--- config.mk ---
export PLATFORM = sky130hd
export DESIGN_NAME = iso_out_ep
export DESIGN_NICKNAME = d
export VERILOG_FILES = /design/src/rtl/iso_ep_pkg.sv /design/src/rtl/ep_byte_fifo.sv /design/src/rtl/ep_pkt_queue.sv /design/src/rtl/ep_rx_fsm.sv /design/src/rtl/iso_out_ep.sv
export SDC_FILE = /design/constraint.sdc
export NUM_CORES = 2
export LEC_CHECK = 0
export ABC_AREA = 1
export BUFFER_PORTS_ARGS = -buffer_cell sky130_fd_sc_hd__buf_2
export CORE_ASPECT_RATIO = 0.7
export CORE_UTILIZATION = 40
export DETAILED_ROUTE_END_ITERATION = 7
export SYNTH_ARGS = -nofsm -noshare
export SYNTH_HDL_FRONTEND = slang
export SYNTH_SLANG_ARGS = --single-unit
--- constraint.sdc ---
create_clock -name clk -period 5.04 [get_ports clk]
set_input_delay 0.504 -clock clk [delete_from_list [all_inputs] [get_ports clk]]
set_output_delay 0.504 -clock clk [all_outputs]
set_load 0.005 [all_outputs]
--- src/rtl/iso_ep_pkg.sv ---
package iso_ep_pkg;
    typedef enum logic [1:0] {
        RX_IDLE  = 2'd0,
        RX_STORE = 2'd1,
        RX_DROP  = 2'd2
    } rx_state_e;

    localparam int READY_BIT = 0;
    localparam int DONE_BIT  = 1;
    localparam int OVF_BIT   = 2;
    localparam int DLY_BIT   = 3;
    localparam int NE_BIT    = 6;
    localparam int SHORT_BIT = 7;
endpackage

--- src/rtl/ep_byte_fifo.sv ---
module ep_byte_fifo #(
    parameter int DEPTH = 256,
    parameter int CW    = $clog2(DEPTH + 1)
) (
    input  logic          clk,
    input  logic          rst_n,
    input  logic          wr_en,
    input  logic [7:0]    wr_data,
    input  logic          mark_en,
    input  logic          rd_en,
    output logic [7:0]    rd_data,
    output logic          rd_last,
    output logic [CW-1:0] count
);
    localparam int AW = $clog2(DEPTH);

    logic [7:0]       mem [DEPTH];
    logic [DEPTH-1:0] last_q;
    logic [AW-1:0]    wptr, rptr;

    always_ff @(posedge clk) begin
        if (wr_en) mem[wptr] <= wr_data;
    end

    always_ff @(posedge clk or negedge rst_n) begin
        if (!rst_n) begin
            wptr   <= '0;
            rptr   <= '0;
            count  <= '0;
            last_q <= '0;
        end else begin
            if (wr_en) begin
                last_q[wptr] <= 1'b0;
                wptr         <= wptr + 1'b1;
            end
            if (mark_en) last_q[AW'(wptr - 1'b1)] <= 1'b1;
            if (rd_en) rptr <= rptr + 1'b1;
            count <= count + CW'(wr_en) - CW'(rd_en);
        end
    end

    assign rd_data = mem[rptr];
    assign rd_last = last_q[rptr];
endmodule

--- src/rtl/ep_pkt_queue.sv ---
module ep_pkt_queue #(
    parameter int DEPTH = 256,
    parameter int CW    = $clog2(DEPTH + 1)
) (
    input  logic          clk,
    input  logic          rst_n,
    input  logic          push,
    input  logic          push_short,
    input  logic          pop,
    output logic          head_short,
    output logic [CW-1:0] count
);
    localparam int AW = $clog2(DEPTH);

    logic [DEPTH-1:0] short_q;
    logic [AW-1:0]    wptr, rptr;

    always_ff @(posedge clk or negedge rst_n) begin
        if (!rst_n) begin
            wptr    <= '0;
            rptr    <= '0;
            count   <= '0;
            short_q <= '0;
        end else begin
            if (push) begin
                short_q[wptr] <= push_short;
                wptr          <= wptr + 1'b1;
            end
            if (pop) rptr <= rptr + 1'b1;
            count <= count + CW'(push) - CW'(pop);
        end
    end

    assign head_short = short_q[rptr];
endmodule

--- src/rtl/ep_rx_fsm.sv ---
module ep_rx_fsm
    import iso_ep_pkg::*;
#(
    parameter int CW = 9
) (
    input  logic          clk,
    input  logic          rst_n,
    input  logic          rx_valid,
    input  logic          rx_eop,
    input  logic          room_ok,
    input  logic          fifo_full,
    input  logic [CW-1:0] max_pkt,
    output logic          wr_en,
    output logic          commit,
    output logic          commit_short,
    output logic          drop_start,
    output rx_state_e     state
);
    rx_state_e     state_nx;
    logic [CW-1:0] len;

    always_ff @(posedge clk or negedge rst_n) begin
        if (!rst_n) state <= RX_IDLE;
        else        state <= state_nx;
    end

    always_ff @(posedge clk or negedge rst_n) begin
        if (!rst_n)     len <= '0;
        else if (wr_en) len <= (state == RX_IDLE) ? CW'(1) : len + 1'b1;
    end

    always_comb begin
        state_nx = state;
        unique case (state)
            RX_IDLE: begin
                if (rx_valid) state_nx = room_ok ? RX_STORE : RX_DROP;
            end
            RX_STORE: begin
                if (rx_eop) state_nx = RX_IDLE;
            end
            RX_DROP: begin
                if (rx_eop) state_nx = RX_IDLE;
            end
            default: state_nx = RX_IDLE;
        endcase
    end

    always_comb begin
        wr_en        = 1'b0;
        commit       = 1'b0;
        drop_start   = 1'b0;
        commit_short = (len < max_pkt);
        unique case (state)
            RX_IDLE: begin
                wr_en      = rx_valid && room_ok;
                drop_start = rx_valid && !room_ok;
            end
            RX_STORE: begin
                commit = rx_eop;
                wr_en  = rx_valid && !rx_eop && !fifo_full;
            end
            RX_DROP: ;
            default: ;
        endcase
    end
endmodule

--- src/rtl/iso_out_ep.sv ---
module iso_out_ep
    import iso_ep_pkg::*;
#(
    parameter int DEPTH     = 256,
    parameter int DMA_LEVEL = 32
) (
    input  logic                         clk,
    input  logic                         rst_n,
    input  logic                         rx_valid,
    input  logic [7:0]                   rx_data,
    input  logic                         rx_eop,
    input  logic [$clog2(DEPTH+1)-1:0]   max_pkt,
    input  logic                         reg_wr,
    input  logic [31:0]                  reg_wdata,
    output logic [31:0]                  reg_rdata,
    input  logic                         pop,
    output logic [7:0]                   pop_data,
    output logic                         irq
);
    localparam int CW = $clog2(DEPTH + 1);

    logic [CW-1:0] byte_cnt, pkt_cnt, free_cnt;
    logic          room_ok, fifo_full, wr_en, commit, commit_short, drop_start;
    logic          pop_ok, rd_last, head_short, ready;
    logic          done_q, ovf_q, dly_q;
    rx_state_e     rx_state;
    logic          unused_wdata;

    assign free_cnt  = CW'(DEPTH) - byte_cnt;
    assign room_ok   = free_cnt >= max_pkt;
    assign fifo_full = byte_cnt == CW'(DEPTH);
    assign ready     = pkt_cnt != '0;
    assign pop_ok    = pop && ready;

    ep_rx_fsm #(.CW(CW)) u_fsm (
        .clk(clk), .rst_n(rst_n), .rx_valid(rx_valid), .rx_eop(rx_eop),
        .room_ok(room_ok), .fifo_full(fifo_full), .max_pkt(max_pkt),
        .wr_en(wr_en), .commit(commit), .commit_short(commit_short),
        .drop_start(drop_start), .state(rx_state)
    );

    ep_byte_fifo #(.DEPTH(DEPTH), .CW(CW)) u_fifo (
        .clk(clk), .rst_n(rst_n), .wr_en(wr_en), .wr_data(rx_data),
        .mark_en(commit), .rd_en(pop_ok), .rd_data(pop_data),
        .rd_last(rd_last), .count(byte_cnt)
    );

    ep_pkt_queue #(.DEPTH(DEPTH), .CW(CW)) u_pktq (
        .clk(clk), .rst_n(rst_n), .push(commit), .push_short(commit_short),
        .pop(pop_ok && rd_last), .head_short(head_short), .count(pkt_cnt)
    );

    always_ff @(posedge clk or negedge rst_n) begin
        if (!rst_n) begin
            done_q <= 1'b0;
            ovf_q  <= 1'b0;
            dly_q  <= 1'b0;
        end else begin
            if (commit)                               done_q <= 1'b1;
            else if (reg_wr && reg_wdata[DONE_BIT])   done_q <= 1'b0;
            if (drop_start)                           ovf_q  <= 1'b1;
            else if (reg_wr && reg_wdata[OVF_BIT])    ovf_q  <= 1'b0;
            if (reg_wr)                               dly_q  <= reg_wdata[DLY_BIT];
        end
    end

    always_comb begin
        reg_rdata            = '0;
        reg_rdata[READY_BIT] = ready;
        reg_rdata[DONE_BIT]  = done_q;
        reg_rdata[OVF_BIT]   = ovf_q;
        reg_rdata[DLY_BIT]   = dly_q;
        reg_rdata[NE_BIT]    = byte_cnt != '0;
        reg_rdata[SHORT_BIT] = ready && head_short;
    end

    assign irq = done_q && (!dly_q || (byte_cnt < CW'(DMA_LEVEL)));

    assign unused_wdata = ^{reg_wdata[31:4], reg_wdata[0]};
endmodule

==> out/qor.tcl <==
set qor(finalInstanceArea_mm2) 0.124
set qor(post_synth_num_cell_types) 49
set qor(synth.cell_area_mm2) 0.111
set qor(regToRegStartpoint) {u_fifo.rptr[1]}
set qor(worst-setup-path-type) {flip-flop to output pin}
set qor(grt_first_pass_wirelength_um) 504000
set qor(status) {complete, no violations}
set qor(hold_class) {input port to flip-flop}
set qor(rr_worst_depth) 24
set qor(drt-wirelength-per-cell_um) 24.9
set qor(drt-vias-per-instance) 5.81
set qor(vdd.ir_drop.worst_v) 0.000517
set qor(hpwl_reported_at_the_end_of_detailed_placement_um) 204000
set qor(cts_tree) {done}
set qor(total_leakage_power_nw) 44.2
set qor(insertion_delay_ps) 930
set qor(clkTransAtPathRegs_ps) 60
set qor(setup.worst_path.start_class) {flip-flop}
set qor(grt_use_total_pct) 23.9
set qor(synth-warning-count) 0
set qor(ys_seq_area_share_pct) 68.6
set qor(cts-htree-levels) 4
set qor(detail_route.drc_violations) 0
set qor(synth.ff_latch_count) 2624
set qor(category_of_the_worst_setup_path_capture_point) {output pin}
set qor(numPortBuffers) 40
set qor(globalRouteOverflowTotal) 0
set qor(timing.final.hold_violations) 0
set qor(drt_first_pass_iters) 6
set qor(crit-reg2reg-capture) {u_pktq.count[8]}
set qor(core.rowCount) 161
set qor(crit_start) {u_fifo.rptr[0]}
set qor(cts_made_buffers) 244
set qor(layout.filler_cells) 25000
set qor(setup_violations) 0
set qor(finalMaxSlewViolations) 0
set qor(power_density_mw_per_mm2) 545
set qor(place_ws_ps) 341
set qor(post-route-period-util_pct) 99.5
set qor(number_of_global_route_vias_before_repair) 74700
set qor(timing.clock.skew_ps) 86.5
set qor(cp-endpoint) {pop_data[6]}
set qor(grt_start_max_net_pins) 228
set qor(post_route_cells_drive_above_1_share_pct) 9.33
set qor(antenna_found_initial) 6
set qor(gpl.final_weighted_congestion) 0.930
set qor(final.setup.worst_slack_ps) 26.8
set qor(antenna_left) 0
set qor(rrSetupSlack_ps) 240
set qor(die_width_um) 631
set qor(cp_max_fo) 60
set qor(worst_ep_required_time_ps) 4540
set qor(cts.sinks) 2624
set qor(maxSlewHeadroom_pct) 18.6
set qor(routed-via-count) 80200
set qor(core_region_area_mm2) 0.275
set qor(hold_ws_ps) 113
set qor(netlist_instances) 9869
set qor(worstMarginPinSlew_ps) 1220
set qor(fin_total_pwr_mw) 67.8
set qor(drt_iter0_markers) 11700
set qor(synthToLayoutAreaGrowth_pct) 12.3
set qor(die-area_mm2) 0.279
set qor(worst_ep_arrival_time_ps) 4510
set qor(cts.root.buffer_cell) {sky130_fd_sc_hd__clkbuf_16}
set qor(io_pins) 96
set qor(max_freq_mhz) 199
set qor(grt_setup_unrepaired) {yes}
set qor(maxCapViolations) 0
set qor(die_height_um) 442
set qor(utilization_pct) 45.2
set qor(synth.avg_cell_area_um2) 11.2
set qor(finalCriticalPeriod_ps) 5010
set qor(finalWirelength_um) 344000
set qor(initial_core_utilization_pct) 40.2
set qor(placed_cell_area_mm2) 0.116
set qor(maximum_buffer_depth_of_the_clock_tree) 4
set qor(layout.nets) 10100
-- registers in the layout (all words and copies together), names as in the netlist --
name,count
ovf_q,1
dly_q,1
u_pktq.rptr,8
u_fifo.count,9
u_fifo.mem,2048
u_fifo.rptr,8
u_fifo.last_q,256
u_fsm.len,9
u_fifo.wptr,8
u_pktq.wptr,8
u_pktq.count,9
done_q,1
u_fsm.state,2
u_pktq.short_q,256
-- metal layers --
metal  GRT usage, %  share of wire, %
met5              0             0.014
met2           33.3                42
met3           6.42                12
met1           36.4                43
met4           6.71               2.8
-- timing repair --
action,CTS,global route
endpoints found under the setup margin,8,9
pin swaps,0,0
gates resized for setup,34,22
gates cloned,3,1
hold buffers,7,0
setup buffers,0,3
endpoints found under the hold margin,95,0
-- cells by family (layout without fill, tap and decap cells) --
| kind of cell | count (synthesis) | in the layout | synth area share (%) |
|---|---|---|---|
| AOI/OAI and AO/OA | 2659 | 2659 | 13.5 |
| xor gates and xnor gates | 52 | 52 | 0.418 |
| adders and majority gates | 64 | 64 | 0.737 |
| buffers and inverters | 1101 | 1348 | 4.62 |
| DFF | 2624 | 2624 | 68.6 |
| muxes | 1 | 1 | 0.0102 |
| other | 1 | 31 | 0.00339 |
| and+or+nand+nor | 3367 | 3367 | 12.2 |
-- cells in the mapped netlist, drive strengths merged --
cell | instances | share of area, %
clkinv | 22 | 0.076
o22ai | 485 | 2.7
o21a | 3 | 0.020
mux2 | 1 | 0.010
dfrtp | 576 | 13
fa | 2 | 0.036
o21bai | 6 | 0.041
ha | 62 | 0.70
or2 | 6 | 0.034
o21ai | 1352 | 6.1
nor3 | 15 | 0.077
a21oi | 416 | 1.9
o2111ai | 2 | 0.021
a21boi | 1 | 0.0068
nor4 | 3 | 0.031
nor2 | 2122 | 7.2
nand2 | 722 | 2.5
inv | 362 | 1.2
and3 | 2 | 0.011
xor2 | 48 | 0.39
xnor2 | 4 | 0.032
edfxtp | 2048 | 56
o31ai | 2 | 0.014
a31oi | 96 | 0.54
nand3 | 466 | 2.1
clkbuf | 322 | 1.1
o221ai | 57 | 0.45
a22o | 1 | 0.0079
o211ai | 237 | 1.6
buf | 395 | 2.2
a21o | 1 | 0.0068
nand4 | 30 | 0.17
conb | 1 | 0.0034
nand3b | 1 | 0.0068
-- stage by stage --
stage | setup TNS [ps] | cells
2_1_floorplan | 0 | 9894
3_3_place_gp | 0 | 13400
3_5_place_dp | 0 | 13400
4_1_cts | -100 | 13800
5_1_grt | -32.0 | 13800
6_report | 0 | 13800
-- layout by cell type (no fill, tap or decap), types with 21 or more instances in the layout --
master	n
sky130_fd_sc_hd__xor2_1	47
sky130_fd_sc_hd__dfrtp_1	570
sky130_fd_sc_hd__clkbuf_16	246
sky130_fd_sc_hd__o21ai_0	1273
sky130_fd_sc_hd__buf_12	33
sky130_fd_sc_hd__edfxtp_1	2048
sky130_fd_sc_hd__conb_1	26
sky130_fd_sc_hd__clkinv_2	51
sky130_fd_sc_hd__buf_4	414
sky130_fd_sc_hd__a21oi_1	415
sky130_fd_sc_hd__a31oi_1	95
sky130_fd_sc_hd__o22ai_1	485
sky130_fd_sc_hd__clkbuf_1	51
sky130_fd_sc_hd__inv_1	357
sky130_fd_sc_hd__nand4_1	30
sky130_fd_sc_hd__nor2_1	2113
sky130_fd_sc_hd__nand3_1	456
sky130_fd_sc_hd__o211ai_1	237
sky130_fd_sc_hd__bufinv_16	21
sky130_fd_sc_hd__o221ai_1	57
sky130_fd_sc_hd__ha_1	62
sky130_fd_sc_hd__o21ai_1	79
sky130_fd_sc_hd__buf_2	31
sky130_fd_sc_hd__nand2_2	31
sky130_fd_sc_hd__clkinv_1	58
sky130_fd_sc_hd__nand2_1	691
-- area by class of cell --
cell class / count / area (um2) / area share [%]
diodes: 5 / 12.5 / 0.0101
clock buffers: 311 / 6530 / 5.25
clock inverters: 128 / 1220 / 0.981
inverters: 384 / 1490 / 1.19
multi-input cells: 6169 / 29800 / 24.0
flip-flops and latches: 2624 / 75900 / 61.1
well taps: 3667 / 4590 / 3.69
repair buffers: 525 / 4700 / 3.78
-- worst min path at each step --
stage | start | end | slack, ps | depth (start not counted)
after floorplan | rst_n | dly_q | 210 | 0
after global placement | u_pktq.short_q[63] | u_pktq.short_q[63] | 470 | 2
after detailed placement | u_pktq.short_q[63] | u_pktq.short_q[63] | 470 | 2
after CTS | rx_eop | u_fsm.state[0] | 70 | 6
after global routing | rx_data[0] | u_fifo.mem[82][0] | 110 | 1
final | rx_data[0] | u_fifo.mem[84][0] | 110 | 1
-- power by group --
group | leakage, nW | switching [mW] | internal (mW) | total (mW)
Clock | 3.81 | 8.26 | 10.2 | 18.5
Combinational | 15.0 | 18.0 | 6.74 | 24.7
Sequential | 25.3 | 0.528 | 24.1 | 24.6
-- worst max-delay path, stage by stage (launching register included) --
cell,delay (ps)
sky130_fd_sc_hd__dfrtp_4,500
sky130_fd_sc_hd__buf_12,160
sky130_fd_sc_hd__inv_16,200
sky130_fd_sc_hd__buf_8,330
sky130_fd_sc_hd__buf_16,270
sky130_fd_sc_hd__nor2_1,70
sky130_fd_sc_hd__o211ai_1,320
sky130_fd_sc_hd__nand3_1,150
sky130_fd_sc_hd__nand3_1,340
sky130_fd_sc_hd__nand3_1,230
sky130_fd_sc_hd__nand3_1,260
sky130_fd_sc_hd__nand3_1,280
sky130_fd_sc_hd__nand2_2,270
sky130_fd_sc_hd__buf_2,150
Power figures use the tool's default switching activity.
